[src/rtl/mseq_pkg.sv]
package mseq_pkg;

  typedef enum logic [2:0] {
    K_COPY   = 3'd0,
    K_LD     = 3'd1,
    K_LDP    = 3'd2,
    K_LDRET  = 3'd3,
    K_ST     = 3'd4,
    K_WB     = 3'd5,
    K_MOV    = 3'd6,
    K_MOVRET = 3'd7
  } uop_kind_e;

  typedef enum logic [2:0] {
    S_IDLE = 3'd0,
    S_COPY = 3'd1,
    S_MEM  = 3'd2,
    S_WB   = 3'd3,
    S_MOVE = 3'd4
  } seq_state_e;

endpackage

[src/rtl/mseq_rst_sync.sv]
module mseq_rst_sync (
  input  logic clk,
  input  logic rst_n,
  output logic rst_sync_n
);
  logic [1:0] sync_q;

  always_ff @(posedge clk or negedge rst_n) begin
    if (!rst_n) sync_q <= 2'b00;
    else        sync_q <= {sync_q[0], 1'b1};
  end

  assign rst_sync_n = sync_q[1];
endmodule

[src/rtl/mseq_pick.sv]
// Lowest set bit of a mask, as a binary index (0 when empty).
module mseq_pick #(
  parameter int W  = 16,
  parameter int IW = 4
) (
  input  logic [W-1:0]  vec,
  output logic [IW-1:0] idx
);
  always_comb begin
    idx = '0;
    for (int i = W - 1; i >= 0; i--) begin
      if (vec[i]) idx = IW'(i);
    end
  end
endmodule

[src/rtl/mseq_popcnt.sv]
module mseq_popcnt #(
  parameter int W  = 16,
  parameter int CW = 5
) (
  input  logic [W-1:0]  vec,
  output logic [CW-1:0] cnt
);
  logic [CW-1:0] part [W+1];

  assign part[0] = '0;
  for (genvar g = 0; g < W; g++) begin : g_acc
    assign part[g+1] = part[g] + CW'(vec[g]);
  end
  assign cnt = part[W];
endmodule

[src/rtl/mseq_uop_build.sv]
// Forms the micro-op for the current sequencer state.
module mseq_uop_build
  import mseq_pkg::*;
#(
  parameter int NREG  = 16,
  parameter int IW    = 4,
  parameter int IDX_W = 5,
  parameter int CNT_W = 5,
  parameter int OFS_W = 8
) (
  input  seq_state_e              state,
  input  logic [NREG-1:0]         regs_q,
  input  logic [CNT_W-1:0]        rem_q,
  input  logic [CNT_W-1:0]        n_q,
  input  logic [IDX_W-1:0]        base_q,
  input  logic                    load_q,
  input  logic                    wb_q,
  input  logic                    up_q,
  input  logic                    force_q,
  input  logic                    exc_q,
  input  logic                    pctmp_q,
  input  logic                    copy_q,
  input  logic                    always_q,
  input  logic signed [OFS_W-1:0] ofs_q,
  output uop_kind_e               kind,
  output logic [IDX_W-1:0]        dst0,
  output logic [IDX_W-1:0]        dst1,
  output logic [IDX_W-1:0]        addr,
  output logic signed [OFS_W-1:0] ofs,
  output logic                    usr,
  output logic                    last,
  output logic                    ctrl,
  output logic                    indirect,
  output logic                    cond,
  output logic                    uncond,
  output logic                    ret,
  output logic                    pair,
  output logic [NREG-1:0]         clr
);
  localparam logic [IDX_W-1:0] TMP0 = IDX_W'(NREG);
  localparam logic [IDX_W-1:0] TMP1 = IDX_W'(NREG + 1);
  localparam logic [IDX_W-1:0] PCW  = IDX_W'(NREG - 1);
  localparam logic [IDX_W-1:0] SPW  = IDX_W'(NREG - 3);
  localparam logic [IW-1:0]    PCI  = IW'(NREG - 1);

  logic [IW-1:0]   i1, i2;
  logic [NREG-1:0] bit1, bit2, rest;
  logic [IDX_W-1:0] mem_addr;
  logic signed [OFS_W-1:0] wb_mag;

  mseq_pick #(.W(NREG), .IW(IW)) u_pick_a (.vec(regs_q), .idx(i1));
  assign bit1 = NREG'(1) << i1;
  assign rest = regs_q & ~bit1;
  mseq_pick #(.W(NREG), .IW(IW)) u_pick_b (.vec(rest), .idx(i2));
  assign bit2 = NREG'(1) << i2;

  assign pair = load_q && (rem_q >= CNT_W'(2)) &&
                !((rem_q == CNT_W'(2)) && regs_q[NREG-1] && exc_q);
  assign mem_addr = copy_q ? TMP0 : base_q;
  assign wb_mag   = OFS_W'({n_q, 2'b00});

  always_comb begin
    kind     = K_COPY;
    dst0     = '0;
    dst1     = '0;
    addr     = '0;
    ofs      = '0;
    usr      = 1'b0;
    last     = 1'b0;
    ctrl     = 1'b0;
    indirect = 1'b0;
    cond     = 1'b0;
    uncond   = 1'b0;
    ret      = 1'b0;
    clr      = '0;
    case (state)
      S_COPY: begin
        kind = K_COPY;
        dst0 = TMP0;
        addr = base_q;
        last = (n_q == '0);
      end
      S_MEM: begin
        addr = mem_addr;
        ofs  = ofs_q;
        usr  = force_q;
        if (pair) begin
          kind = K_LDP;
          dst0 = IDX_W'(i1);
          dst1 = (i2 == PCI && pctmp_q) ? TMP1 : IDX_W'(i2);
          clr  = bit1 | bit2;
          last = (rem_q == CNT_W'(2)) && !wb_q;
          if (!wb_q && i2 == PCI) begin
            ctrl = 1'b1; indirect = 1'b1;
            cond = !always_q; uncond = always_q;
          end
        end else begin
          clr  = bit1;
          last = (rem_q == CNT_W'(1)) && !wb_q;
          if (load_q) begin
            if (wb_q && i1 == PCI) begin
              kind = K_LD;
              dst0 = TMP1;
            end else if (i1 == PCI && exc_q) begin
              kind = K_LDRET;
              dst0 = IDX_W'(i1);
            end else begin
              kind = K_LD;
              dst0 = IDX_W'(i1);
            end
            if (!wb_q && i1 == PCI) begin
              ctrl = 1'b1; indirect = 1'b1;
              cond = !always_q; uncond = always_q;
            end
          end else begin
            kind = K_ST;
            dst0 = IDX_W'(i1);
          end
        end
      end
      S_WB: begin
        kind = K_WB;
        dst0 = base_q;
        addr = base_q;
        ofs  = up_q ? wb_mag : -wb_mag;
        last = !pctmp_q;
      end
      S_MOVE: begin
        kind     = exc_q ? K_MOVRET : K_MOV;
        dst0     = PCW;
        addr     = TMP1;
        last     = 1'b1;
        ctrl     = 1'b1;
        indirect = 1'b1;
        cond     = !always_q;
        uncond   = always_q;
        ret      = (base_q == SPW);
      end
      default: ;
    endcase
  end
endmodule

[src/rtl/mseq_sequencer.sv]
module mseq_sequencer
  import mseq_pkg::*;
#(
  parameter int NREG  = 16,
  parameter int OFS_W = 8,
  localparam int IW    = $clog2(NREG),
  localparam int IDX_W = IW + 1,
  localparam int CNT_W = $clog2(NREG + 1)
) (
  input  logic                    clk,
  input  logic                    rst_n,
  input  logic                    in_valid,
  output logic                    in_ready,
  input  logic [NREG-1:0]         in_regs,
  input  logic [IW-1:0]           in_base,
  input  logic                    in_load,
  input  logic                    in_wb,
  input  logic                    in_up,
  input  logic                    in_user,
  input  logic                    in_always,
  output logic                    out_valid,
  input  logic                    out_ready,
  output logic [2:0]              out_kind,
  output logic [IDX_W-1:0]        out_dst0,
  output logic [IDX_W-1:0]        out_dst1,
  output logic [IDX_W-1:0]        out_addr,
  output logic signed [OFS_W-1:0] out_ofs,
  output logic                    out_usr,
  output logic                    out_last,
  output logic                    out_dcommit,
  output logic                    out_ctrl,
  output logic                    out_indirect,
  output logic                    out_cond,
  output logic                    out_uncond,
  output logic                    out_ret
);
  logic rst_sync_n;
  mseq_rst_sync u_rst (.clk(clk), .rst_n(rst_n), .rst_sync_n(rst_sync_n));

  seq_state_e              state_q, state_d;
  logic [NREG-1:0]         regs_q, regs_d;
  logic [CNT_W-1:0]        rem_q, rem_d, n_q, n_d, in_cnt;
  logic [IDX_W-1:0]        base_q, base_d;
  logic                    load_q, load_d, wb_q, wb_d, up_q, up_d;
  logic                    force_q, force_d, exc_q, exc_d, pctmp_q, pctmp_d;
  logic                    copy_q, copy_d, always_q, always_d;
  logic signed [OFS_W-1:0] ofs_q, ofs_d, step;

  uop_kind_e       b_kind;
  logic            b_last, b_pair;
  logic [NREG-1:0] b_clr;
  logic            acc, hs, en, in_copy;

  mseq_popcnt #(.W(NREG), .CW(CNT_W)) u_cnt (.vec(in_regs), .cnt(in_cnt));

  mseq_uop_build #(
    .NREG(NREG), .IW(IW), .IDX_W(IDX_W), .CNT_W(CNT_W), .OFS_W(OFS_W)
  ) u_build (
    .state(state_q), .regs_q(regs_q), .rem_q(rem_q), .n_q(n_q),
    .base_q(base_q), .load_q(load_q), .wb_q(wb_q), .up_q(up_q),
    .force_q(force_q), .exc_q(exc_q), .pctmp_q(pctmp_q), .copy_q(copy_q),
    .always_q(always_q), .ofs_q(ofs_q),
    .kind(b_kind), .dst0(out_dst0), .dst1(out_dst1), .addr(out_addr),
    .ofs(out_ofs), .usr(out_usr), .last(b_last), .ctrl(out_ctrl),
    .indirect(out_indirect), .cond(out_cond), .uncond(out_uncond),
    .ret(out_ret), .pair(b_pair), .clr(b_clr)
  );

  assign out_valid   = (state_q != S_IDLE);
  assign out_kind    = b_kind;
  assign out_last    = b_last;
  assign out_dcommit = out_valid && !b_last;
  assign hs          = out_valid && out_ready;
  assign in_ready    = (state_q == S_IDLE) || (hs && b_last);
  assign acc         = in_valid && in_ready;
  assign en          = acc || hs;
  assign in_copy     = (in_load && in_regs[in_base]) || (in_cnt == '0);
  assign step        = b_pair ? OFS_W'(8) : OFS_W'(4);

  always_comb begin
    state_d  = state_q;  regs_d  = regs_q;  rem_d   = rem_q;   n_d   = n_q;
    base_d   = base_q;   load_d  = load_q;  wb_d    = wb_q;    up_d  = up_q;
    force_d  = force_q;  exc_d   = exc_q;   pctmp_d = pctmp_q; copy_d = copy_q;
    always_d = always_q; ofs_d   = ofs_q;
    if (hs) begin
      case (state_q)
        S_COPY: state_d = (n_q == '0) ? S_IDLE : S_MEM;
        S_MEM: begin
          regs_d = regs_q & ~b_clr;
          rem_d  = rem_q - (b_pair ? CNT_W'(2) : CNT_W'(1));
          ofs_d  = up_q ? (ofs_q + step) : (ofs_q - step);
          if (rem_d == '0) state_d = wb_q ? S_WB : S_IDLE;
        end
        S_WB:    state_d = pctmp_q ? S_MOVE : S_IDLE;
        S_MOVE:  state_d = S_IDLE;
        default: state_d = S_IDLE;
      endcase
    end
    if (acc) begin
      regs_d   = in_regs;
      rem_d    = in_cnt;
      n_d      = in_cnt;
      base_d   = IDX_W'(in_base);
      load_d   = in_load;
      wb_d     = in_wb;
      up_d     = in_up;
      force_d  = in_user && !in_regs[NREG-1];
      exc_d    = in_user && in_regs[NREG-1];
      pctmp_d  = in_load && in_wb && in_regs[NREG-1];
      copy_d   = in_copy;
      always_d = in_always;
      ofs_d    = '0;
      state_d  = in_copy ? S_COPY : S_MEM;
    end
  end

  always_ff @(posedge clk or negedge rst_sync_n) begin
    if (!rst_sync_n) begin
      state_q  <= S_IDLE;
      regs_q   <= '0;  rem_q  <= '0;  n_q     <= '0;  base_q <= '0;
      load_q   <= 1'b0; wb_q  <= 1'b0; up_q   <= 1'b0;
      force_q  <= 1'b0; exc_q <= 1'b0; pctmp_q <= 1'b0; copy_q <= 1'b0;
      always_q <= 1'b0; ofs_q <= '0;
    end else if (en) begin
      state_q  <= state_d;
      regs_q   <= regs_d;  rem_q  <= rem_d;  n_q     <= n_d;  base_q <= base_d;
      load_q   <= load_d;  wb_q   <= wb_d;   up_q    <= up_d;
      force_q  <= force_d; exc_q  <= exc_d;  pctmp_q <= pctmp_d; copy_q <= copy_d;
      always_q <= always_d; ofs_q <= ofs_d;
    end
  end


  stall_hold_chk: assert property (@(posedge clk) disable iff (!rst_sync_n)
    (out_valid && !out_ready) |=> (out_valid && $stable(out_kind) &&
      $stable(out_dst0) && $stable(out_addr) && $stable(out_ofs)));


  accept_gap_chk: assert property (@(posedge clk) disable iff (!rst_sync_n)
    (in_valid && in_ready) |-> (!out_valid || (out_ready && out_last)));


  drain_idle_chk: assert property (@(posedge clk) disable iff (!rst_sync_n)
    (out_valid && out_ready && out_last && !in_valid) |=> !out_valid);


  move_after_wb_chk: assert property (@(posedge clk) disable iff (!rst_sync_n)
    (out_valid && out_ready && out_kind == 3'd5 && !out_last) |=>
      (out_valid && (out_kind == 3'd6 || out_kind == 3'd7)));


  ret_on_move_chk: assert property (@(posedge clk) disable iff (!rst_sync_n)
    (out_valid && out_ret) |-> (out_ctrl && (out_kind == 3'd6 || out_kind == 3'd7)));


  ctrl_cond_chk: assert property (@(posedge clk) disable iff (!rst_sync_n)
    (out_valid && out_ctrl) |-> (out_indirect && $countones({out_cond, out_uncond}) == 1));
endmodule

[config.mk]
export PLATFORM = sky130hd
export DESIGN_NAME = mseq_sequencer
export DESIGN_NICKNAME = d
export VERILOG_FILES = /design/src/rtl/mseq_pkg.sv /design/src/rtl/mseq_rst_sync.sv /design/src/rtl/mseq_pick.sv /design/src/rtl/mseq_popcnt.sv /design/src/rtl/mseq_uop_build.sv /design/src/rtl/mseq_sequencer.sv
export SDC_FILE = /design/constraint.sdc
export NUM_CORES = 1
export LEC_CHECK = 0
export BUFFER_PORTS_ARGS = -buffer_cell sky130_fd_sc_hd__clkbuf_2
export CORE_MARGIN = 2
export CORE_UTILIZATION = 31
export DETAILED_ROUTE_END_ITERATION = 8
export GPL_TIMING_DRIVEN = 0
export PLACE_DENSITY = 0.58
export SETUP_SLACK_MARGIN = 0.5
export SLEW_MARGIN = 20
export SYNTH_ARGS = -nofsm -noshare
export SYNTH_HDL_FRONTEND = slang
export SYNTH_HIERARCHICAL = 1
export SYNTH_SLANG_ARGS = --single-unit
[constraint.sdc]
create_clock -name clk -period 8.9 [get_ports clk]
set_input_delay 1.78 -clock clk [delete_from_list [all_inputs] [get_ports clk]]
set_output_delay 1.78 -clock clk [all_outputs]
set_load 0.01 [all_outputs]
---- After elaboration in Yosys (flattened, before gate mapping) ----
Cells that the tools add are included.
cells by class
  reductions and logical operators ........ 40
  multiplexer cells ....................... 92
  div/mod/pow operators ................... 0
  eq/ne operators ......................... 10
  order comparisons ....................... 2
  $add $sub $neg .......................... 19
  shift-type cells ........................ 2
  $mul .................................... 0
  bitwise logic cells ..................... 5
operator list
  kind                                                                   number
  4-bit two-way mux                                                      33
  16-bit two-way mux                                                     5
  5-bit by 1-bit adder with 5-bit output                                 14
  5-bit two-way mux                                                      10
  8-bit two-way mux                                                      5
  16-bit bitwise AND                                                     2
  16-bit NOT                                                             2
  1-bit by 4-bit left shift with 16-bit output, first input constant     2
  3-bit two-way mux                                                      7
  1-bit logical AND                                                      20
  5-bit case mux with 4 select lines                                     1
  3-bit case mux with 3 select lines                                     2
  1-bit two-way mux                                                      17
  16-bit OR                                                              1
  8-bit case mux with 2 select lines                                     1
  5-bit logical NOT                                                      3
  5-bit case mux with 3 select lines                                     1
  4-bit equality test, second input constant                             3
  2-bit two-way mux                                                      5
  8-bit by 5-bit adder with 8-bit output                                 1
  7-bit negation with 8-bit output                                       1
  8-bit by 5-bit subtractor with 8-bit output                            1
  3-bit by 2-bit equality test with 1-bit output, second input constant  2
  1-bit logical NOT                                                      6
  19 further kinds                                                       25
word-level totals
  RAM bits ................................ 0
  bits in registers ....................... 51
  bits in latches ......................... 0
  bits of input ports ..................... 29
  output and inout bits ................... 36
  memory bits (read-only) ................. 0
  memories kept ........................... 0

---- Longest topological paths before layout ----
Gate-level depths: netlist of run 1.
  depth after elaboration ................. 44
  mapped depth ............................ 17

---- Hierarchy ----
The synthesis of run 1 kept the hierarchy.
by module, submodules not included
  module          area an instance (um^2)  instances  cells each
  mseq_sequencer  2542.4                   1          287
  mseq_uop_build  1069.8                   1          166
  mseq_popcnt     407.9                    1          47
  mseq_pick       178.9                    2          31
  mseq_rst_sync   53.8                     1          3

---- Worst setup path after synthesis of run 1 ----
Ideal clock, no wire load.
  path kind ............................... input to register
  start point ............................. input port in_regs[0]
  end point ............................... register state_q[0]
  arrival time ............................ 5.502 ns
  cell stages on the path ................. 15
  path slack .............................. 3.327 ns
  cell sequence ........................... inv_1 > fa_1 > fa_1 > fa_1 > fa_1 > inv_1 > ha_1 > inv_1 > fa_1 > xnor2_1 > or4_1 > nor2_1 > a31oi_4 > or2b_1 > nand4_1
on the way
  longest elaborated chain between the ends .. 19
ends and longest elaborated chain
  what                                                   line                   source
  start, declared                                        mseq_sequencer.sv:14   input logic [NREG-1:0] in_regs,
  1-bit by 1-bit adder with 2-bit output                 mseq_popcnt.sv:12      assign part[g+1] = part[g] + CW'(vec[g]);
  5-bit by 1-bit adder with 5-bit output (14 in series)  mseq_popcnt.sv:12
  named net in_cnt[2]                                    mseq_sequencer.sv:42   logic [CNT_W-1:0] rem_q, rem_d, n_q, n_d, in_cnt;
  5-bit logical NOT                                      mseq_sequencer.sv:77   assign in_copy = (in_load && in_regs[in_base]) || (in_cnt == '0);
  1-bit logical OR                                       mseq_sequencer.sv:77
  2-bit two-way mux                                      mseq_sequencer.sv:113  state_d = in_copy ? S_COPY : S_MEM;
  3-bit two-way mux                                      mseq_sequencer.sv:99   if (acc) begin
  end signal, assigned                                   mseq_sequencer.sv:125  state_q <= state_d;
  end, declared                                          mseq_sequencer.sv:40   seq_state_e state_q, state_d;
The timed path passes the listed nets, and every way through them passes these cells. The select of a mux whose other input is x is not followed.
A chain may end at the register's enable or synchronous reset.

---- Worst setup path in the final report of run 1 ----
  start point ............................. register regs_q[15]
  end point ............................... output port out_indirect
RTL lines
  what                                          line                   source
  start, declared                               mseq_sequencer.sv:41   logic [NREG-1:0] regs_q, regs_d;
  start signal, assigned                        mseq_sequencer.sv:126  regs_q <= regs_d; rem_q <= rem_d; n_q <= n_d; base_q <= base_d;
  4-bit two-way mux (16 in series)              mseq_pick.sv:12        if (vec[i]) idx = IW'(i);
  named net u_build.i1[1]                       mseq_uop_build.sv:46   logic [IW-1:0] i1, i2;
  1-bit by 4-bit left shift with 16-bit output  mseq_uop_build.sv:52   assign bit1 = NREG'(1) << i1;
  16-bit NOT                                    mseq_uop_build.sv:53   assign rest = regs_q & ~bit1;
  16-bit bitwise AND                            mseq_uop_build.sv:53
  named net u_build.rest[10]                    mseq_uop_build.sv:47   logic [NREG-1:0] bit1, bit2, rest;
  4-bit two-way mux (11 in series)              mseq_pick.sv:12
  named net u_build.i2[2]                       mseq_uop_build.sv:46
  4-bit equality test                           mseq_uop_build.sv:93   if (!wb_q && i2 == PCI) begin
  1-bit logical AND                             mseq_uop_build.sv:93
  1-bit two-way mux                             mseq_uop_build.sv:93
  1-bit two-way mux                             mseq_uop_build.sv:87   if (pair) begin
  1-bit case mux with 2 select lines            mseq_uop_build.sv:76   case (state)
  end, declared                                 mseq_sequencer.sv:32   output logic out_indirect,
The timed path passes the listed nets, and every way through them passes these cells.

==> results.txt, run 1 <==
----------------------------------------------------
[Floorplan]
  Placeable Area ... 13,900 µm²
  DIE WIDTH ... about 120 µm
  Die H ... between 100 and 150 µm
  Row cnt ... 43
  Number of placed I/O pins ... 65
  Overall die area ... 15,300 µm²
  Initial Util ... 31.8%

[Setup path]
  CP most frequent cell ... sky130_fd_sc_hd__nor3_1
  Critical path, cell by cell ... nor2_1, nor3_1, o31ai_1, a31oi_1, nor2b_1, a21boi_0, nor4_4, o41ai_1, a21oi_1, nand4_1, nor3_1, mux2i_1, nand2_1, buf_4, clkbuf_2
  Crit path capture type ... output port
  Delay of the slowest cell on the worst path ... around 550 ps
  Crit Path Class ... reg -> out
  Largest driver fanout on the critical path ... 7
  Data arrival time at the worst-slack endpoint ... 4230 ps
  Number of buffers and inverters on the critical path ... 2
  Critical path startpoint category ... flip-flop
  Cell at the slowest stage of the critical path ... sky130_fd_sc_hd__a31oi_1
  Category of cells accounting for the largest share of critical-path delay ... compound AO/OA/AOI/OAI gates
  Worst path required time ... 7120 ps

[Clocking]
  Buffer count from post-CTS setup fixing ... 0
  Number of buffers created by CTS ... 5
  Post_cts resized ... 0
  Reg clk slew, reported paths ... 70 ps
  Sinks on Clock Net ... a little under 50
  Hold buffer count at CTS ... 0
  Number of levels in the clock H-tree ... 2
  Clk buf depth ... 2
  Master cell of the clock root buffer ... sky130_fd_sc_hd__clkbuf_16
  Worst skew pair latency ... 290 ps
  Clock tree from TritonCTS ... yes

[STA]
  Final period util ... between 60% and 70%
  Max frequency ... 0.166 GHz
  Pin slew with the least headroom to its limit ... 709 ps
  Slew Viols, Final ... 0
  Sum of negative setup slack ... 0 ps
  Worst clock skew on the final layout ... 4.59 ps
  Final hold violation count ... 0
  Final setup violating endpoints ... 0
  Slew margin rel. ... between 50 and 60%
  Setup repair after global routing missed its margin ... no
  Min cycle time layout ... 6010 ps

[Synth]
  Number of flops mapped to enable cells by yosys ... 0
  Main area contributors after synthesis ... sky130_fd_sc_hd__dfrtp_1, sky130_fd_sc_hd__nand2_1, sky130_fd_sc_hd__fa_1
  Syn Std Cell Area ... 4430 µm²
  Area leader, netlist ... sky130_fd_sc_hd__dfrtp_1
  Share of flip-flops with an asynchronous set or reset after synthesis ... 100%
  Ys Warns ... 6
  Post-synth top area share ... 27.7%
  Post-synthesis register bit count ... 49
  Ys flop type ... sky130_fd_sc_hd__dfrtp_1
  Proportion of synthesized chip area in sequential cells ... 27.7%
  Average footprint of a synthesized cell ... 7.84 µm²
  Gate count of the mapped netlist ... 565
  Distinct cells, synth ... 71

[Cells and area]
  Diode count ... 0
  Fraction of final layout cells sized beyond drive strength 1 ... between 10% and 20%
  Number of nets at the end of the flow ... 693
  P&R area growth vs syn ... 16.2%

[Flow run]
  Max-capacitance violation count ... 0

[Placed design]
  Global placement routability congestion ... 0.910
  Half-perimeter wire length after detailed placement ... 11,000 µm
  IO buf count ... 61

[GRT]
  Total congestion overflow after global routing ... 0
  First-pass GRT wire length ... 22,200 µm
  GRT Total Usage ... 18.3%
  Initial antenna violation count ... 0
  Maximum number of pins on one net before global-route repair ... 34
  Via count of the first global-routing pass ... 4,326

[Drt]
  Initial DRC count ... 369
  Post-detailed-routing wire length ... about 14,000 µm
  DR WL/cell ... 16.6 µm
  Max layer used ... met4
  Via density ... 5.29
  Number of design rule violations left after detail routing ... 0
  Number of vias after detailed routing ... 4,329
  First-pass iteration count of the detailed router ... 5
  Detail Route met2 WL ... 6410 µm
  Metal-1 WL ... 6370 µm
  Met3 wire length ... 664 µm
  ANT nets after route ... 0

[Power]
  Worst-case vdd ir drop ... 0.102 mV
  Leakage component of the power ... 2.36 nW
  Power Dens Cells ... 370 nW/µm²
  Pwr Total ... between 1.5 and 2 mW

[Hold path]
  Path category of the worst min-delay check ... reg -> async

[Run status]
  Run status ... finished, final reports clean

----------------------------------------------------
where the power goes:
part           internal [mW]  switching, mW  leakage [nW]
combinational          0.481          0.757          1.68
sequential             0.320          0.160         0.613
clock                  0.103         0.0826        0.0696
cell families (layout without fill, tap and decap cells):
kind of cell | Yosys count | count (layout) | synth area share (%)
flops | 49 | 49 | 27.7
xor+xnor | 8 | 8 | 1.58
fa+ha+maj | 26 | 26 | 9.37
other cells | 2 | 6 | 0.169
compound gates | 131 | 131 | 19.6
simple gates | 266 | 266 | 30.8
mux | 14 | 14 | 4.32
buf+inv | 69 | 139 | 6.47
flip-flops by register name, indices dropped and copies added, names as in the netlist, 2 cells and up:
register,flops
base_q,4
n_q,5
ofs_q,6
regs_q,16
rem_q,5
state_q,3
u_rst/sync_q,2
worst paths after layout:
kind	from	end	slack [ps]	depth (start not counted)
max in group asynchronous	rst_n	u_rst/sync_q[1]$_DFF_PN0_	7530	1
max	regs_q[15]$_DFFE_PN0P_	out_indirect	2890	15
min	u_rst/sync_q[1]$_DFF_PN0_	ofs_q[5]$_DFFE_PN0P_	190	0
min reg2reg	u_rst/sync_q[1]$_DFF_PN0_	ofs_q[5]$_DFFE_PN0P_	190	0
min in group clk	u_rst/sync_q[0]$_DFF_PN0_	u_rst/sync_q[1]$_DFF_PN0_	350	0
max reg2reg	regs_q[15]$_DFFE_PN0P_	regs_q[5]$_DFFE_PN0P_	4650	15
area by class of cell:
| type | count | area [µm²] |
|---|---|---|
| Clock inverter | 3 | 17.5 |
| Clock buffer | 5 | 125 |
| Multi-Input combinational cell | 451 | 2940 |
| Fill cell | 1483 | 8790 |
| Tap cell | 180 | 225 |
| Sequential cell | 49 | 1230 |
| Inverter | 45 | 169 |
| Buffer | 24 | 118 |
| Timing Repair Buffer | 62 | 325 |
metrics by stage:
step	instance area [µm²]	std cells	utilization, %	setup slack (ps)	hold WS [ps]
after floorplan	4450	569	-	3330	331
final	5150	819	36.9	2890	188
after CTS	5140	819	36.9	2980	205
after global placement	4980	810	35.7	3000	337
after detailed placement	5000	811	35.9	2990	200
after global routing	5150	819	36.9	2550	222
layout by cell type (no fill, tap or decap), types with 10 or more instances in the layout:
master                     instances
sky130_fd_sc_hd__o21ai_1          25
sky130_fd_sc_hd__nand3_1          13
sky130_fd_sc_hd__inv_1            45
sky130_fd_sc_hd__o21ai_0          10
sky130_fd_sc_hd__o22ai_1          14
sky130_fd_sc_hd__nor2_1           36
sky130_fd_sc_hd__nand2_1         126
sky130_fd_sc_hd__fa_1             12
sky130_fd_sc_hd__buf_2            13
sky130_fd_sc_hd__a21oi_1          22
sky130_fd_sc_hd__dfrtp_1          48
sky130_fd_sc_hd__clkbuf_2         61
sky130_fd_sc_hd__ha_1             14
sky130_fd_sc_hd__nor3_1           12
Yosys cell counts (10+ instances only):
cell type                   n
sky130_fd_sc_hd__nor2_1    36
sky130_fd_sc_hd__a21oi_1   22
sky130_fd_sc_hd__fa_1      12
sky130_fd_sc_hd__o21ai_1   25
sky130_fd_sc_hd__nand3_1   13
sky130_fd_sc_hd__inv_1     45
sky130_fd_sc_hd__nand2_1  126
sky130_fd_sc_hd__o22ai_1   14
sky130_fd_sc_hd__buf_2     13
sky130_fd_sc_hd__dfrtp_1   49
sky130_fd_sc_hd__ha_1      14
sky130_fd_sc_hd__o21ai_0   10
sky130_fd_sc_hd__nor3_1    12
per-layer routing:
layer / vias to the layer above / global-route usage (%)
li1: 2111 / -
met2: 131 / 31.1
met1: 2077 / 25.6
met3: 10 / 1.52
met5: - / 0
met4: 0 / 3.76
(Power assumes the default switching activity.)
==> run 2: changes to the inputs <==
--- a/config.mk
+++ b/config.mk
@@ -10,7 +10,7 @@
 export CORE_UTILIZATION = 31
 export DETAILED_ROUTE_END_ITERATION = 8
 export GPL_TIMING_DRIVEN = 0
-export PLACE_DENSITY = 0.58
+export PLACE_DENSITY = 0.59
 export SETUP_SLACK_MARGIN = 0.5
 export SLEW_MARGIN = 20
 export SYNTH_ARGS = -nofsm -noshare
==> constraint.sdc (replaced) <==
create_clock -name clk -period 5.21 [get_ports clk]
set_input_delay 1.042 -clock clk [delete_from_list [all_inputs] [get_ports clk]]
set_output_delay 1.042 -clock clk [all_outputs]
set_load 0.01 [all_outputs]
==> results.txt, run 2 (synthesized netlist as in run 1, its figures left out) <==
----------------------------------------------------
[Run status]
  Run status ... finished, final reports clean (unchanged)

[Clocking]
  Master cell of the clock root buffer ... sky130_fd_sc_hd__clkbuf_16 (unchanged)
  Sinks on Clock Net ... 49 (unchanged)
  Clock tree from TritonCTS ... yes (unchanged)
  Number of levels in the clock H-tree ... 2 (unchanged)
  Reg clk slew, reported paths ... 70 ps (about the same)
  Hold buffer count at CTS ... 0 (unchanged)
  Worst skew pair latency ... 290 ps (about the same)
  Number of buffers created by CTS ... 5 (unchanged)
  Clk buf depth ... 2 (unchanged)

[STA]
  Final setup violating endpoints ... 0 (unchanged)
  Pin slew with the least headroom to its limit ... 780 ps (was 709 ps)
  Final hold violation count ... 0 (unchanged)
  Final period util ... approximately nine tenths
  Slew Viols, Final ... 0 (unchanged)
  Worst clock skew on the final layout ... 5.88 ps (was 4.59 ps)
  Crit path setup slack, layout ... 422 ps (was 2890 ps)
  Setup repair after global routing missed its margin ... yes (was no)
  Slew margin rel. ... 47.4% (was 52.2%)
  Sum of negative setup slack ... 0 ps (unchanged)
  Min cycle time layout ... 4790 ps
  Max frequency ... 0.209 GHz

[Cells and area]
  Most common library cell in the layout ignoring fill and taps ... sky130_fd_sc_hd__nand2_1 (unchanged)
  Fraction of final layout cells sized beyond drive strength 1 ... 29.4% (was 16.6%)
  Highest-count cells in the layout ignoring fill and taps ... sky130_fd_sc_hd__nand2_1, sky130_fd_sc_hd__clkbuf_2, sky130_fd_sc_hd__dfrtp_1 (unchanged)
  Post-layout instance count excluding filler cells ... 859 (was 819)
  Number of filler instances in the final layout ... 1,375 (was 1,483)
  Area of all placed cells without fillers ... 5830 µm² (was 5150 µm²)
  Register with the most flip-flops ... regs_q (unchanged)
  P&R area growth vs syn ... 31.5% (was 16.2%)
  Biggest regs ... regs_q (16), ofs_q (6) (unchanged)
  Max reg flops ... 16 (unchanged)
  Final core utilization ... 41.8% (was 36.9%)
  Number of nets at the end of the flow ... 732 (was 693)

[Floorplan]
  Die H ... 124 µm (unchanged)
  Overall die area ... 15,300 µm² (unchanged)
  DIE WIDTH ... 124 µm (unchanged)
  Row cnt ... 43 (unchanged)
  Placeable Area ... 13,900 µm² (unchanged)
  Initial Util ... 31.8% (unchanged)
  Number of placed I/O pins ... 65 (unchanged)

[Placed design]
  Half-perimeter wire length after detailed placement ... 10,900 µm (was 11,000 µm)
  Global placement routability congestion ... 0.928 (was 0.910)
  IO buf count ... 61 (unchanged)
  Post-Place Cells ... 811 (unchanged)
  Area of placed instances ... 5000 µm² (about the same)
  Setup slack at placement ... -9.31 ps (was 2990 ps)

[GRT]
  GRT Total Usage ... 18.5% (was 18.3%)
  Total congestion overflow after global routing ... 0 (unchanged)
  First-pass GRT wire length ... 22,200 µm (about the same)
  Initial antenna violation count ... 0 (unchanged)
  Via count of the first global-routing pass ... 4,349 (was 4,326)
  Maximum number of pins on one net before global-route repair ... 27 (was 34)

[Setup path]
  Worst path required time ... 5440 ps (was 7120 ps)
  Critical path startpoint category ... primary input (was flip-flop)
  Largest driver fanout on the critical path ... 2 (was 7)
  Data arrival time at the worst-slack endpoint ... 5020 ps (was 4230 ps)
  Crit path capture type ... flip-flop (was output port)
  Crit Path Class ... in -> reg (was reg -> out)

[Power]
  Power Dens Cells ... 702 nW/µm² (was 370 nW/µm²)
  Worst-case vdd ir drop ... 0.186 mV (was 0.102 mV)
  Leakage component of the power ... 2.64 nW (was 2.36 nW)

[Drt]
  Post-detailed-routing wire length ... 14,200 µm (was 13,600 µm)
  ANT nets after route ... 0 (unchanged)
  Number of vias after detailed routing ... 4,614 (was 4,329)
  First-pass iteration count of the detailed router ... 5 (unchanged)
  Initial DRC count ... 339 (was 369)
  Number of design rule violations left after detail routing ... 0 (unchanged)
  DR WL/cell ... 16.5 µm (was 16.6 µm)
  Via density ... 5.37 (was 5.29)

[Flow run]
  Max-capacitance violation count ... 0 (unchanged)

[Hold path]
  Path category of the worst min-delay check ... reg -> async (unchanged)

----------------------------------------------------
run 2: area by class of cell:
class	count	area, µm²	share of cell area (%)
clock inverters	3	65.1	1.12
clock buffers	5	125	2.15
plain buffers	24	123	2.10
inverters	45	176	3.03
diodes	1	2.50	0.0429
well taps	180	225	3.86
flip-flops and latches	49	1230	21.2
multi-input cells	451	3180	54.5
repair buffers	101	699	12.0
run 2: path summary, 6_finish.rpt:
check,start,cells after the start,end,slack [ps]
max in group asynchronous,u_rst/sync_q[1]$_DFF_PN0_,1,regs_q[10]$_DFFE_PN0P_,4420
setup / recovery,in_regs[15],16,state_q[0]$_DFFE_PN0P_,420
hold / removal,u_rst/sync_q[1]$_DFF_PN0_,0,ofs_q[3]$_DFFE_PN0P_,250
min in group clk,u_rst/sync_q[0]$_DFF_PN0_,0,u_rst/sync_q[1]$_DFF_PN0_,360
setup reg to reg,regs_q[13]$_DFFE_PN0P_,16,regs_q[5]$_DFFE_PN0P_,1500
hold reg to reg,u_rst/sync_q[1]$_DFF_PN0_,0,ofs_q[3]$_DFFE_PN0P_,250
run 2: worst max-delay path: stages:
cell and delay, ps:
sky130_fd_sc_hd__buf_12 80, sky130_fd_sc_hd__inv_4 30, sky130_fd_sc_hd__fa_1 560, sky130_fd_sc_hd__fa_1 460, sky130_fd_sc_hd__fa_2 560, sky130_fd_sc_hd__fa_1 420
sky130_fd_sc_hd__inv_2 80, sky130_fd_sc_hd__ha_4 130, sky130_fd_sc_hd__inv_2 40, sky130_fd_sc_hd__fa_2 560, sky130_fd_sc_hd__inv_2 40, sky130_fd_sc_hd__or4_4 530
sky130_fd_sc_hd__nor2_4 140, sky130_fd_sc_hd__a31oi_4 50, sky130_fd_sc_hd__or2b_1 240, sky130_fd_sc_hd__nand4_1 70
run 2: report_power, final:
group	total, mW	switching, mW	leakage [nW]	internal (mW)
logic	2.84	1.54	1.94	1.30
clock network	0.421	0.147	0.0938	0.274
registers	0.831	0.280	0.606	0.551
run 2: timing repair:
action                     in CTS  in global routing
setup buffers                  10                 29
pin swaps                      13                 25
setup endpoints to repair      11                 13
resized for setup              29                 76
run 2: through the flow:
step / hold slack, ps / total power [mW]
floorplan: 331 / 2.28
global placement: 338 / 2.83
detailed placement: 263 / 2.90
CTS: 262 / 3.57
global route: 295 / 4.40
finish: 247 / 4.09
run 2: routing by layer:
| layer | up-vias | GRT usage (%) | share of wire, % |
|---|---|---|---|
| met1 | 2222 | 25.6 | 44 |
| met2 | 172 | 30.1 | 47 |
| met3 | 23 | 2.49 | 6.8 |
| met5 | - | 0 | 0 |
| met4 | 0 | 5.61 | 1.9 |
| li1 | 2197 | - | - |
